`config.mk`:
```
export PLATFORM = sky130hd
export DESIGN_NAME = sdhost_cmd_regs
export DESIGN_NICKNAME = d
export VERILOG_FILES = /design/src/rtl/sdh_pkg.sv /design/src/rtl/sdh_w1c_byte.sv /design/src/rtl/sdh_rsp_buf.sv /design/src/rtl/sdhost_cmd_regs.sv
export SDC_FILE = /design/constraint.sdc
export NUM_CORES = 1
export LEC_CHECK = 0
export ABC_AREA = 1
export BUFFER_PORTS_ARGS = -buffer_cell sky130_fd_sc_hd__buf_2
export CORE_MARGIN = 5
export CORE_UTILIZATION = 60
export DETAILED_ROUTE_END_ITERATION = 8
export GPL_TIMING_DRIVEN = 0
export PLACE_DENSITY = 0.82
export SYNTH_ARGS = -nofsm -noshare
export SYNTH_HDL_FRONTEND = slang
export SYNTH_HIERARCHICAL = 1
export SYNTH_SLANG_ARGS = --single-unit
```
`constraint.sdc`:
```
create_clock -name clk -period 3 [get_ports clk]
set_clock_uncertainty 0.05 [all_clocks]
set_input_delay 0.6 -clock clk [delete_from_list [all_inputs] [get_ports clk]]
set_output_delay 0.6 -clock clk [all_outputs]
set_load 0.005 [all_outputs]
```
`src/rtl/sdh_pkg.sv`:
```
package sdh_pkg;
    localparam int ADDR_W = 6;
    localparam int N_STS  = 2;

    localparam logic [ADDR_W-1:0] A_CTRL  = 6'h00;
    localparam logic [ADDR_W-1:0] A_CIDX  = 6'h01;
    localparam logic [ADDR_W-1:0] A_RTYPE = 6'h02;
    localparam logic [ADDR_W-1:0] A_BUSM  = 6'h03;
    localparam logic [ADDR_W-1:0] A_ARG0  = 6'h04;
    localparam logic [ADDR_W-1:0] A_BLKL0 = 6'h08;
    localparam logic [ADDR_W-1:0] A_BLKC0 = 6'h0A;
    localparam logic [ADDR_W-1:0] A_MASK0 = 6'h0C;
    localparam logic [ADDR_W-1:0] A_STS0  = 6'h10;
    localparam logic [ADDR_W-1:0] A_RSP   = 6'h20;

    localparam int CB_START = 0;
    localparam int CB_WDIR  = 2;
    localparam int CB_FCLR  = 3;
    localparam int BM_SRST  = 7;
    localparam int BL_IEN   = 15;
    localparam int BL_GPI   = 13;

    typedef struct packed {
        logic [3:0]  ctype;
        logic        wdir;
        logic        start;
        logic [7:0]  cidx;
        logic [7:0]  rtype;
        logic [7:0]  busm;
        logic [31:0] arg;
        logic [15:0] blkl;
        logic [15:0] blkc;
        logic [7:0]  mask0;
        logic [7:0]  mask1;
    } cfg_t;
endpackage

```
`src/rtl/sdh_w1c_byte.sv`:
```
module sdh_w1c_byte #(
    parameter int W = 8
) (
    input  logic         clk,
    input  logic         rst_n,
    input  logic         kill_i,
    input  logic         wr_i,
    input  logic [W-1:0] wdata_i,
    input  logic [W-1:0] set_i,
    output logic [W-1:0] q_o
);
    logic [W-1:0] q_d, q_q;

    always_comb begin
        q_d = q_q;
        if (wr_i) q_d = q_d & ~wdata_i;
        q_d = q_d | set_i;
        if (kill_i) q_d = '0;
    end

    always_ff @(posedge clk or negedge rst_n) begin
        if (!rst_n) q_q <= '0;
        else        q_q <= q_d;
    end

    assign q_o = q_q;

    // a strobed event is visible on the next cycle, even against a clear
    p_event_sets_r6: assert property (@(posedge clk) disable iff (!rst_n)
        ((|set_i) && !kill_i) |=> ((q_o & $past(set_i)) == $past(set_i)));

    // bits written as one with no event go low
    p_w1c_clears_r6: assert property (@(posedge clk) disable iff (!rst_n)
        (wr_i && !kill_i) |=> ((q_o & $past(wdata_i & ~set_i)) == '0));
endmodule

```
`src/rtl/sdh_rsp_buf.sv`:
```
module sdh_rsp_buf #(
    parameter int N  = 16,
    localparam int IW = $clog2(N)
) (
    input  logic          clk,
    input  logic          rst_n,
    input  logic          clr_i,
    input  logic          we_i,
    input  logic [IW-1:0] widx_i,
    input  logic [7:0]    wbyte_i,
    input  logic [IW-1:0] raddr_i,
    output logic [7:0]    rbyte_o
);
    logic [N-1:0][7:0] mem_d, mem_q;
    logic [IW-1:0]     slot;

    always_comb begin
        slot  = widx_i + IW'(1);
        mem_d = mem_q;
        if (we_i) mem_d[slot] = wbyte_i;
        if (clr_i) mem_d = '0;
    end

    always_ff @(posedge clk or negedge rst_n) begin
        if (!rst_n) mem_q <= '0;
        else        mem_q <= mem_d;
    end

    assign rbyte_o = mem_q[raddr_i];

    // a clear empties every byte on the following cycle
    p_clear_empties_r10: assert property (@(posedge clk) disable iff (!rst_n)
        clr_i |=> (mem_q == '0));

    // the byte written lands one slot ahead of its logical index
    p_rotated_store_r9: assert property (@(posedge clk) disable iff (!rst_n)
        (we_i && !clr_i) |=> (mem_q[$past(widx_i) + IW'(1)] == $past(wbyte_i)));
endmodule

```
`src/rtl/sdhost_cmd_regs.sv`:
```
module sdhost_cmd_regs
    import sdh_pkg::*;
#(
    parameter int RSP_BYTES = 16,
    parameter int BLEN_W    = 11
) (
    input  logic                          clk,
    input  logic                          rst_n,
    input  logic                          reg_wr,
    input  logic [5:0]                    reg_addr,
    input  logic [7:0]                    reg_wdata,
    output logic [7:0]                    reg_rdata,
    output logic                          eng_start,
    output logic [7:0]                    eng_cmd_idx,
    output logic [31:0]                   eng_arg,
    output logic [7:0]                    eng_rsp_type,
    output logic [3:0]                    eng_cmd_type,
    output logic                          eng_write,
    output logic [BLEN_W-1:0]             eng_blk_len,
    output logic [15:0]                   eng_blk_cnt,
    input  logic                          eng_busy,
    input  logic                          ev_cmd_done,
    input  logic                          ev_rsp_tmo,
    input  logic                          ev_autostop,
    input  logic                          ev_data_tmo,
    input  logic                          ev_rsp_crc,
    input  logic                          ev_rd_crc,
    input  logic                          ev_wr_crc,
    input  logic                          ev_card_det,
    input  logic                          ev_dev_ins,
    input  logic                          rsp_we,
    input  logic [$clog2(RSP_BYTES)-1:0]  rsp_idx,
    input  logic [7:0]                    rsp_byte,
    output logic                          bus_4bit,
    output logic                          bus_8bit,
    output logic                          card_pwr_off,
    output logic                          cd_gpi_sel,
    output logic                          irq
);
    localparam int RSP_IW = $clog2(RSP_BYTES);

    cfg_t cfg_d, cfg_q;
    logic soft_rst, fifo_clr, in_rsp;
    logic [7:0] sts_set [N_STS];
    logic [7:0] sts_q   [N_STS];
    logic [7:0] mask    [N_STS];
    logic [7:0] rsp_rd;
    logic [N_STS-1:0] pend;

    assign soft_rst = reg_wr && (reg_addr == A_BUSM) && reg_wdata[BM_SRST];
    assign fifo_clr = (reg_wr && (reg_addr == A_CTRL) && reg_wdata[CB_FCLR]) || soft_rst;
    assign in_rsp   = (reg_addr[ADDR_W-1:RSP_IW] == A_RSP[ADDR_W-1:RSP_IW]);

    always_comb begin
        cfg_d       = cfg_q;
        cfg_d.start = 1'b0;
        if (reg_wr) begin
            case (reg_addr)
                A_CTRL: begin
                    cfg_d.ctype = reg_wdata[7:4];
                    cfg_d.wdir  = reg_wdata[CB_WDIR];
                    cfg_d.start = reg_wdata[CB_START] && !eng_busy && !cfg_q.start;
                end
                A_CIDX:  cfg_d.cidx  = reg_wdata;
                A_RTYPE: cfg_d.rtype = reg_wdata;
                A_BUSM:  cfg_d.busm  = reg_wdata & 8'h7F;
                A_MASK0: cfg_d.mask0 = reg_wdata;
                A_MASK0 + 6'd1: cfg_d.mask1 = reg_wdata;
                default: ;
            endcase
            if (reg_addr[ADDR_W-1:2] == A_ARG0[ADDR_W-1:2])
                cfg_d.arg[8*int'(reg_addr[1:0]) +: 8] = reg_wdata;
            if (reg_addr[ADDR_W-1:1] == A_BLKL0[ADDR_W-1:1]) begin
                if (reg_addr[0]) cfg_d.blkl[15:8] = reg_wdata;
                else             cfg_d.blkl[7:0]  = reg_wdata;
            end
            if (reg_addr[ADDR_W-1:1] == A_BLKC0[ADDR_W-1:1]) begin
                if (reg_addr[0]) cfg_d.blkc[15:8] = reg_wdata;
                else             cfg_d.blkc[7:0]  = reg_wdata;
            end
        end
        if (soft_rst) cfg_d = '0;
    end

    always_ff @(posedge clk or negedge rst_n) begin
        if (!rst_n) cfg_q <= '0;
        else        cfg_q <= cfg_d;
    end

    assign sts_set[0] = {ev_dev_ins, ev_card_det, 6'b0};
    assign sts_set[1] = {ev_wr_crc, ev_rd_crc, ev_rsp_crc, ev_data_tmo,
                         ev_autostop, ev_rsp_tmo, ev_cmd_done, 1'b0};
    assign mask[0] = cfg_q.mask0;
    assign mask[1] = cfg_q.mask1;

    for (genvar g = 0; g < N_STS; g++) begin : g_sts
        sdh_w1c_byte #(.W(8)) i_sts (
            .clk     (clk),
            .rst_n   (rst_n),
            .kill_i  (soft_rst),
            .wr_i    (reg_wr && (reg_addr == A_STS0 + 6'(g))),
            .wdata_i (reg_wdata),
            .set_i   (sts_set[g]),
            .q_o     (sts_q[g])
        );
        assign pend[g] = |(sts_q[g] & mask[g]);
    end

    sdh_rsp_buf #(.N(RSP_BYTES)) i_rsp (
        .clk     (clk),
        .rst_n   (rst_n),
        .clr_i   (fifo_clr),
        .we_i    (rsp_we),
        .widx_i  (rsp_idx),
        .wbyte_i (rsp_byte),
        .raddr_i (reg_addr[RSP_IW-1:0]),
        .rbyte_o (rsp_rd)
    );

    always_comb begin
        reg_rdata = 8'h00;
        case (reg_addr)
            A_CTRL:          reg_rdata = {cfg_q.ctype, 1'b0, cfg_q.wdir, 1'b0, cfg_q.start};
            A_CIDX:          reg_rdata = cfg_q.cidx;
            A_RTYPE:         reg_rdata = cfg_q.rtype;
            A_BUSM:          reg_rdata = cfg_q.busm;
            A_ARG0:          reg_rdata = cfg_q.arg[7:0];
            A_ARG0 + 6'd1:   reg_rdata = cfg_q.arg[15:8];
            A_ARG0 + 6'd2:   reg_rdata = cfg_q.arg[23:16];
            A_ARG0 + 6'd3:   reg_rdata = cfg_q.arg[31:24];
            A_BLKL0:         reg_rdata = cfg_q.blkl[7:0];
            A_BLKL0 + 6'd1:  reg_rdata = cfg_q.blkl[15:8];
            A_BLKC0:         reg_rdata = cfg_q.blkc[7:0];
            A_BLKC0 + 6'd1:  reg_rdata = cfg_q.blkc[15:8];
            A_MASK0:         reg_rdata = cfg_q.mask0;
            A_MASK0 + 6'd1:  reg_rdata = cfg_q.mask1;
            A_STS0:          reg_rdata = sts_q[0];
            A_STS0 + 6'd1:   reg_rdata = sts_q[1];
            default:         reg_rdata = in_rsp ? rsp_rd : 8'h00;
        endcase
    end

    assign eng_start    = cfg_q.start;
    assign eng_cmd_idx  = cfg_q.cidx;
    assign eng_arg      = cfg_q.arg;
    assign eng_rsp_type = cfg_q.rtype;
    assign eng_cmd_type = cfg_q.ctype;
    assign eng_write    = cfg_q.wdir;
    assign eng_blk_len  = cfg_q.blkl[BLEN_W-1:0];
    assign eng_blk_cnt  = cfg_q.blkc;
    assign bus_4bit     = cfg_q.busm[1];
    assign bus_8bit     = cfg_q.busm[2];
    assign card_pwr_off = cfg_q.busm[4];
    assign cd_gpi_sel   = cfg_q.blkl[BL_GPI];
    assign irq          = cfg_q.blkl[BL_IEN] && (|pend);

    // a launch lasts one cycle
    p_start_one_cycle_r1: assert property (@(posedge clk) disable iff (!rst_n)
        eng_start |=> !eng_start);

    // a start write during a busy engine launches nothing
    p_busy_blocks_r2: assert property (@(posedge clk) disable iff (!rst_n)
        (reg_wr && reg_addr == A_CTRL && reg_wdata[CB_START] && eng_busy) |=> !eng_start);

    // no interrupt without the global enable bit
    p_irq_gated_r8: assert property (@(posedge clk) disable iff (!rst_n)
        irq |-> cfg_q.blkl[BL_IEN]);

    // soft reset clears the engine-facing fields and the interrupt
    p_soft_reset_r12: assert property (@(posedge clk) disable iff (!rst_n)
        soft_rst |=> (eng_arg == '0 && !irq && eng_cmd_type == '0 && eng_blk_cnt == '0));
endmodule

```
==> impl_metrics.toml, run 1 <==
[power]
seqPwrFrac_pct = 44.9
clkPwrFrac_pct = 36.3
combPwrFrac_pct = 18.8
p_leak_nw = 9.295
p_switching_mw = 2.862
power_density_nw_per_um2 = 565.7
max-vdd-ir-drop_mv = 0.6667
switching_share_pct = 30.36
internal-power_mw = 6.565

[die]
start_util_pct = 61.31
die_h_um = 165.3
dieArea_um2 = 27340
io_pins = 134
rows = 56
placeableCoreArea_um2 = 23610
dieWidth_um = 165.3

[critical_path]
startpoint = "reg_addr[5]"
crit_fanout = 10
cp.required_ps = 2350
worst_setup_path_end_kind = "output port"
arrival_ps = 2310
critPathKind = "in2out"
reg2reg_from = "eng_start"
start_kind = "input port"

[clock_network]
ctsHtreeMaxLevel = 1
clockBufferDepth = 3
cts.sinks = 253
clkTransAtPathRegs_ps = 60
cts_tree = "done"
cts-root-buf = "clkbuf_16"
cts_made_buffers = 27
clock_latency_ps = 550

[grt]
antenna_found_initial = 0
grt_usage_pct = 36.01
overflow = 0
grt_pass1_wl_um = 75260
grt_pass1_vias = 13670
grt_start_max_net_pins = 105

[timing]
setup_viol = 0
rsz0062_at_grt = "false"
worstMarginPinSlew_ps = 876.4
hold_ws_ps = 222.9
fmax_mhz = 337.6
slew_viol_final = 0
period_minus_slack_ps = 2962
hold_viol_final = 0
relSlewSlack_pct = 41.13
period_share_pct = 98.74

[final_layout]
utilization_pct = 70.57
area_growth_pct = 15.10
drive_above_1_share_pct = 20.17
nets = 2207
stdcell_count = 2496
nFillCells = 1969
multi_input_area_um2 = 6389
regArea_um2 = 6331
n_antenna_cell = 0

[drt]
first_iter_violations = 1629
routedWlPerCell_um = 19.60
drt-total-wl_um = 48920
firstDrtPassIters = 8
antenna_left = 0
post-route-drc-count = 0
vias = 14070
viasPerCell = 5.635

[synthesis]
synth_cell_types = 34
yosys_most_used_dff = "dfrtp_1"
ys_seq_elements = 253
syn-cell-area_um2 = 14480
syn_area_per_cell_um2 = 7.264
yosysSeqAreaShare_pct = 43.73
synth_top_cell_by_area = "dfrtp_1"
synth_edf_count = 0
synthArstFlopShare_pct = 100.0
ys_warn_count = 6
netlist.area_leader.share_pct = 43.73
postSynthCellCount = 1993
synth_area_leaders = "dfrtp_1 44%, nand2_1 22%, nand3_1 6.8%"

[place]
portBuffers = 128
finalWeightedCongestion = 1.032
hpwlAfterDp_um = 35980
dp.cells = 2448

[run_status]
status = "complete, no violations"

[min_path]
min_from = "ev_rsp_crc"
hold_path_class = "in2reg"

[job]
maxCapViolations = 0
==> cell usage after synthesis, types with 8 or more instances <==
library cell    n
a21oi_1        16
buf_2          36
buf_4          90
buf_6          12
clkbuf_1       33
dfrtp_1       253
ha_1            8
inv_1         153
inv_2          17
nand2_1       867
nand3_1       198
nand4_1        96
nor2_1         56
nor2_2         10
nor2_4         16
nor4_1         14
o21ai_0        36
o21ai_2        10
o22ai_1        24
==> routing by layer <==
metal	GRT usage, %	wire length (um)	vias up
met5	0	0	-
met4	19.46	2983	0
met3	4.567	3949	167
met2	61.40	23640	743
met1	44.69	18340	6568
li1	-	-	6587
==> kinds of logic after synthesis <==
group | synth area share, %
adder cells (fa/ha/maj) | 0.6914
buffers and inverters | 12.64
AO/OA/AOI/OAI | 4.070
other | 0.02590
flip-flops | 43.73
AND/OR/NAND/NOR | 38.84
==> path summary, 6_finish.rpt <==
kind / to / slack [ps] / cells past startpoint
min: g_sts[1].i_sts/q_o[5] / 220 / 3
min reg2reg: i_rsp/mem_q[12] / 420 / 2
min in group asynchronous: eng_arg[31] / 540 / 2
max reg2reg: eng_start / 2130 / 3
max: reg_rdata[2] / 40 / 11
max in group asynchronous: i_rsp/mem_q[24] / 1080 / 4
==> cell usage in the layout (no fill, tap or decap), types with 27 or more instances in the layout <==
cell / n
o21ai_0: 36
buf_2: 158
nand2_1: 864
inv_1: 149
dfrtp_1: 253
nor2_1: 48
nand3_1: 198
nand4_1: 96
clkbuf_16: 27
buf_4: 94
==> final cells by class <==
class,instances,share of cell area (%)
multi-input cells,1392,38.34
well taps,319,2.395
clock buffers,37,4.700
repair buffers,133,4.423
flip-flops and latches,253,37.99
plain buffers,176,7.373
clock inverters,10,0.7133
inverters,176,4.062
==> power by group through the flow <==
stage	Combinational (mW)	Clock (mW)	Sequential (mW)
3_3_place_gp	1.66	0	4.26
5_1_grt	1.98	3.58	4.28
3_5_place_dp	1.72	0	4.28
4_1_cts	1.75	3.43	4.22
6_report	1.78	3.42	4.23
2_1_floorplan	1.11	0	4.18
==> per-stage QoR <==
step                instance area, um^2  total power [mW]  setup WS, ps  setup TNS (ps)
floorplan                         14500             5.293         496.2               0
global placement                  15540             5.923         -3145         -822390
detailed placement                15610             6.000        -467.0          -36780
CTS                               16600             9.403         14.89               0
global route                      16660             9.837         3.684               0
finish                            16660             9.427         37.77               0
==> worst max-delay path, cell delays in order <==
cell and delay (ps):
buf_2 130, nor2_2 250, clkbuf_4 280, buf_2 270, nand4_1 140, nand2_1 140
nor2_1 60, nand2_1 100, nor2_1 70, nand2_1 130, buf_2 140
==> timing repair <==
| item | in CTS | in global routing |
|---|---|---|
| hold endpoints to repair | 67 | 0 |
| buffers inserted | 1 | 1 |
| gates resized for setup | 31 | 38 |
| hold buffers | 1 | 0 |
| pin swaps | 0 | 5 |
| endpoints found under the setup margin | 8 | 8 |
==> sequential cells by signal, indices dropped and copies added, names as in the netlist, 4 cells and up <==
register         flops
cfg_q               24
eng_arg             32
eng_blk_cnt         16
eng_blk_len         11
eng_cmd_idx          8
eng_cmd_type         4
eng_rsp_type         8
g_sts.i_sts/q_o     16
i_rsp/mem_q        128
Power figures use the tool's default switching activity.
==> run 2: changes to the inputs <==
--- a/config.mk
+++ b/config.mk
@@ -5,13 +5,12 @@
 export SDC_FILE = /design/constraint.sdc
 export NUM_CORES = 1
 export LEC_CHECK = 0
-export ABC_AREA = 1
 export BUFFER_PORTS_ARGS = -buffer_cell sky130_fd_sc_hd__buf_2
 export CORE_MARGIN = 5
 export CORE_UTILIZATION = 60
 export DETAILED_ROUTE_END_ITERATION = 8
 export GPL_TIMING_DRIVEN = 0
-export PLACE_DENSITY = 0.82
+export PLACE_DENSITY = 0.83
 export SYNTH_ARGS = -nofsm -noshare
 export SYNTH_HDL_FRONTEND = slang
 export SYNTH_HIERARCHICAL = 1
==> impl_metrics.toml, run 2 <==
[timing]
setup_ws_ps = -224.3
slew_viol_final = 0
period_minus_slack_ps = 3224
fmax_mhz = 310.1
period_share_pct = 107.5
setup_viol = 8
rsz0062_at_grt = "true"
hold_viol_final = 0
setup_tns_ps = -1357
worstMarginPinSlew_ps = 958.2
hold_ws_ps = 270.7
relSlewSlack_pct = 35.88

[drt]
viasPerCell = 7.041
antenna_left = 0
post-route-drc-count = 0
vias = 12840
first_iter_violations = 1677
firstDrtPassIters = 7
drt-total-wl_um = 49590
routedWlPerCell_um = 27.20

[power]
power_density_nw_per_um2 = 592.4
power.total_mw = 9.654
p_leak_nw = 7.385
switching_share_pct = 28.55
combPwrFrac_pct = 18.6
clkPwrFrac_pct = 37.0
p_switching_mw = 2.756
seqPwrFrac_pct = 44.3
max-vdd-ir-drop_mv = 0.5503
internal-power_mw = 6.898

[die]
io_pins = 134
placeableCoreArea_um2 = 22640
dieWidth_um = 161.4
rows = 55
start_util_pct = 60.75
die_h_um = 161.4
dieArea_um2 = 26050

[final_layout]
nets = 1566
area_growth_pct = 18.50
n_antenna_cell = 0
stdcell_count = 1823
drive_above_1_share_pct = 32.38
largest_reg_flops = 128
final_common_cell = "dfrtp_1"
largest_register = "i_rsp/mem_q"
nFillCells = 1648
final_cell_mix = "253 x dfrtp_1, 154 x buf_2, 141 x nand3_1"

[synthesis]
ys_warn_count = 6
syn-cell-area_um2 = 13750
synth_compound_area_share_pct = 21.18
ys_seq_elements = 253
synth_top_cell_by_area = "dfrtp_1"
synth_area_leaders = "dfrtp_1 46%, nand3_1 5.2%, a21oi_1 5.0%"
synthMostInstantiatedCell = "dfrtp_1"
synth_cell_types = 69
synth-simple-area-share_pct = 11.37
synth_edf_count = 0
yosysSeqAreaShare_pct = 46.03
synthArstFlopShare_pct = 100.0
synth_adder_area_share_pct = 0.7278
synth_top_family_by_area = "compound AO/OA/AOI/OAI gates"
netlist.area_leader.share_pct = 46.03
synthMuxAreaShare_pct = 10.68
yosys_most_used_dff = "dfrtp_1"
syn_area_per_cell_um2 = 10.34
postSynthCellCount = 1330
synth.top_cells.by_count = "253 x dfrtp_1, 143 x nand3_1, 137 x a21oi_1, 136 x o21ai_0, 84 x buf_4"
synth-xor-area-share_pct = 0

[min_path]
min_from = "eng_busy"
min_to = "eng_start"
hold_depth = 4
hold_path_class = "in2reg"

[place]
hpwlAfterDp_um = 34270
dp.cells = 1754
finalWeightedCongestion = 1.025
portBuffers = 124

[critical_path]
cp_slowest_stage_delay_ps = 550
reg2reg_from = "g_sts[0].i_sts/q_o[6]"
cp_top_family = "multiplexers"
critPathSlowestCell = "mux4_2"
start_kind = "input port"
worst_r2r_path_depth = 2
crit_fanout = 5
cp.required_ps = 2350
cp.depth = 11
r2r_end = "g_sts[0].i_sts/q_o[6]"
crit_chain = "buf_12 > buf_12 > buf_12 > mux4_2 > a22oi_2 > nand2_2 > a22oi_2 > o21ai_2 > nor2_2 > nand3_2 > buf_2"
crit_buf_inv = 4
critPathKind = "in2out"
arrival_ps = 2570
worst_setup_path_end_kind = "output port"
crit_top_cell = "buf_12"
r2r_setup_slack_ps = 2040

[grt]
grt_pass1_wl_um = 75710
grt_pass1_vias = 12700
grt_usage_pct = 37.30
grt_start_max_net_pins = 106
antenna_found_initial = 0
overflow = 0

[clock_network]
cts_tree = "done"
ctsHtreeMaxLevel = 1
cts-root-buf = "clkbuf_16"
clkTransAtPathRegs_ps = 60
cts_made_buffers = 28
clockBufferDepth = 3
cts.sinks = 253
clock_latency_ps = 550

[run_status]
status = "complete, but fails checks"
violations = "setup timing"

[job]
maxCapViolations = 0
run 2: cell count changes in the layout (fill, tap and decap cells not counted), moves of 22 or more:
cell      before  now
a22o_1         0   48
mux4_2         0   29
nand4_1       96    7
nand2_1      864   26
a32o_1         0   26
inv_1        149   18
a21oi_1       16  137
clkbuf_1      16   73
a22oi_2        0   22
mux2_2         0   49
o21ai_0       36  132
nand3_1      198  141
run 2: worst max-delay path by stage:
stage,slack (ps),startpoint,to
2_1_floorplan,200,reg_addr[0],i_rsp/mem_q[16]
3_3_place_gp,-3190,rst_n,i_rsp/mem_q[53]
3_5_place_dp,-1740,reg_addr[1],i_rsp/mem_q[44]
4_1_cts,-230,reg_addr[0],reg_rdata[0]
5_1_grt,-240,reg_addr[0],reg_rdata[0]
6_report,-220,reg_addr[0],reg_rdata[0]
run 2: per-stage QoR:
stage	worst slack (ps)	area [um^2]	utilization (%)
floorplan	200.9	13800	-
global placement	-3194	14780	65.28
detailed placement	-1737	14840	65.57
CTS	-233.1	16180	71.46
global route	-239.0	16300	71.98
finish	-224.3	16300	71.98
run 2: cells by family (layout without fill, tap and decap cells):
kind of cell / Yosys count / after routing
AO/OA/AOI/OAI: 441 / 441
AND/OR/NAND/NOR: 294 / 294
flip-flops: 253 / 253
buffers and inverters: 239 / 434
multiplexers: 94 / 94
adder cells (fa/ha/maj): 8 / 8
other: 1 / 14
run 2: final cells by class:
| cell class | instances | area [um^2] | area share [%] |
|---|---|---|---|
| plain buffers | 215 | 1335 | 8.192 |
| clock buffers | 40 | 815.8 | 5.006 |
| clock inverters | 10 | 143.9 | 0.8829 |
| inverters | 20 | 82.58 | 0.5067 |
| multi-input cells | 851 | 6327 | 38.83 |
| flip-flops and latches | 253 | 6331 | 38.85 |
| well taps | 285 | 356.6 | 2.188 |
| repair buffers | 149 | 904.6 | 5.551 |
run 2: worst min-delay path: stages:
cell	delay (ps)
buf_2	70
nor2_1	40
nand4_1	80
nor2_1	50
run 2: layer usage:
metal  up-vias  GRT usage (%)  share of wire [%]
met2      1024          59.46                 46
met1      6251          47.15                 35
met3       325          6.915                 10
met4         0          23.81                8.9
met5         -              0                  0
li1       5236              -                  -
run 2: power by group through the flow:
| stage | sequential [mW] | combinational (mW) | clock (mW) |
|---|---|---|---|
| 2_1_floorplan | 4.13 | 1.10 | 0 |
| 3_3_place_gp | 4.27 | 1.58 | 0 |
| 3_5_place_dp | 4.30 | 1.64 | 0 |
| 4_1_cts | 4.25 | 1.74 | 3.58 |
| 5_1_grt | 4.30 | 1.93 | 3.74 |
| 6_report | 4.28 | 1.80 | 3.58 |
run 2: timing repair:
action                     4_1_cts  5_1_grt
setup endpoints to repair      152      128
gates cloned                     1        0
gates resized for setup         81       30
buffers inserted                15        8
hold buffers                     1        0
hold endpoints to repair        63        0
pin swaps                       25       20
==> run 3: changes to the inputs <==
--- a/config.mk
+++ b/config.mk
@@ -10,7 +10,7 @@
 export CORE_UTILIZATION = 60
 export DETAILED_ROUTE_END_ITERATION = 8
 export GPL_TIMING_DRIVEN = 0
-export PLACE_DENSITY = 0.83
+export PLACE_DENSITY = 0.81
 export SYNTH_ARGS = -nofsm -noshare
 export SYNTH_HDL_FRONTEND = slang
 export SYNTH_HIERARCHICAL = 1
==> constraint.sdc (replaced) <==
create_clock -name clk -period 3 [get_ports clk]
set_clock_uncertainty 0.05 [all_clocks]
set_input_delay 0.3 -clock clk [delete_from_list [all_inputs] [get_ports clk]]
set_output_delay 0.3 -clock clk [all_outputs]
set_load 0.005 [all_outputs]
==> impl_metrics.toml, run 3 (synthesized netlist as in run 2, its figures left out) <==
[run_status]
status = "complete, no violations"

[clock_network]
clock_latency_ps = 550
cts_made_buffers = 27
cts.sinks = 253
clockBufferDepth = 3
cts-root-buf = "clkbuf_16"
cts_tree = "done"
ctsHtreeMaxLevel = 1
cts_setup_buffers = 0
clkTransAtPathRegs_ps = 60

[timing]
rsz0062_at_grt = "true"
worstMarginPinSlew_ps = 773.4
setup_ws_ps = 40.53
setup_viol = 0
fmax_mhz = 337.9
relSlewSlack_pct = 47.71
period_minus_slack_ps = 2959
period_share_pct = 98.65
hold_ws_ps = 12.73
slew_viol_final = 0
setup_tns_ps = 0
hold_viol_final = 0

[grt]
use_met3_pct = 6.941
gr-usage-met1_pct = 47.14
grt_usage_pct = 36.69
antenna_found_initial = 0
grt_pass1_wl_um = 74060
grt_start_max_net_pins = 118
grt_pass1_vias = 12300
busiest_layer = "met2"
overflow = 0
grt_use_met2_pct = 59.06

[final_layout]
final_cell_mix = "253 x dfrtp_1, 160 x buf_2, 143 x nand3_1"
n_antenna_cell = 0
utilization_pct = 70.13
drive_above_1_share_pct = 28.09
final_area_um2 = 15880
stdcell_count = 1812
regArea_um2 = 6331
largest_reg_flops = 128
nets = 1555
nFillCells = 1697
multi_input_area_um2 = 6177
largest_register = "i_rsp/mem_q"
area_growth_pct = 15.45
final_common_cell = "dfrtp_1"

[power]
power_density_nw_per_um2 = 579.2
max-vdd-ir-drop_mv = 0.4068
power.total_mw = 9.197
p_leak_nw = 7.229

[die]
dieWidth_um = 161.4
rows = 55
dieArea_um2 = 26050
placeableCoreArea_um2 = 22640
start_util_pct = 60.75
io_pins = 134
die_h_um = 161.4

[critical_path]
worst_setup_path_end_kind = "output port"
critPathSlowestCell = "mux4_2"
critPathKind = "in2out"
start_kind = "input port"
arrival_ps = 2610
crit_chain = "buf_4 > buf_6 > buf_6 > mux4_2 > a22oi_2 > nand2_1 > a22oi_2 > o21ai_2 > nor2_2 > nand3_1 > buf_2"
crit_buf_inv = 4
cp_top_family = "buffers and inverters"
crit_fanout = 10
cp_slowest_stage_delay_ps = 610
cp.required_ps = 2650

[place]
finalWeightedCongestion = 1.020
postPlaceCellArea_um2 = 14840
dp_slack_ps = -1326
hpwlAfterDp_um = 34170
dp.cells = 1754
portBuffers = 124

[drt]
vias = 12370
routedWlPerCell_um = 26.68
firstDrtPassIters = 6
post-route-drc-count = 0
viasPerCell = 6.825
antenna_left = 0
first_iter_violations = 1678
drt-total-wl_um = 48340

[job]
maxCapViolations = 0

[min_path]
hold_path_class = "in2reg"
-- run 3: cell type report --
| class | count | area share (%) |
|---|---|---|
| inverters | 20 | 0.4728 |
| well taps | 285 | 2.246 |
| plain buffers | 218 | 8.188 |
| flip-flops and latches | 253 | 39.87 |
| clock buffers | 40 | 4.941 |
| multi-input cells | 851 | 38.90 |
| clock inverters | 9 | 0.3940 |
| repair buffers | 136 | 4.980 |
-- run 3: path summary, 6_finish.rpt --
path                       cells past startpoint                     to            start  slack [ps]
max reg2reg                                    1        eng_blk_cnt[15]  eng_blk_cnt[15]        2090
min reg2reg                                    1              cfg_q[46]        cfg_q[46]         450
min in group asynchronous                      2  g_sts[0].i_sts/q_o[5]            rst_n         230
max                                           11           reg_rdata[2]      reg_addr[0]          40
max in group asynchronous                      4         i_rsp/mem_q[8]            rst_n        1330
min                                            3  g_sts[0].i_sts/q_o[7]       ev_dev_ins          10
-- run 3: tightest hold or removal path, stage by stage --
cell,delay (ps)
buf_2,100
inv_1,60
a311oi_2,100
-- run 3: repair_timing --
action / in CTS / in global routing
cloned: 0 / 0
pin swaps: 3 / 3
hold buffers: 10 / 0
resized for setup: 14 / 16
endpoints found under the setup margin: 132 / 18
hold endpoints to repair: 71 / 0
-- run 3: power by group --
| part | leakage (nW) | switching (mW) | internal, mW |
|---|---|---|---|
| registers | 3.26 | 0.356 | 3.90 |
| clock network | 0.421 | 1.41 | 1.81 |
| logic | 3.54 | 0.904 | 0.809 |
-- run 3: metal layers --
| metal | share of wire [%] | vias to the layer above |
|---|---|---|
| li1 | - | 5213 |
| met5 | 0 | - |
| met1 | 36 | 5960 |
| met2 | 47 | 978 |
| met4 | 6.9 | 0 |
| met3 | 11 | 215 |
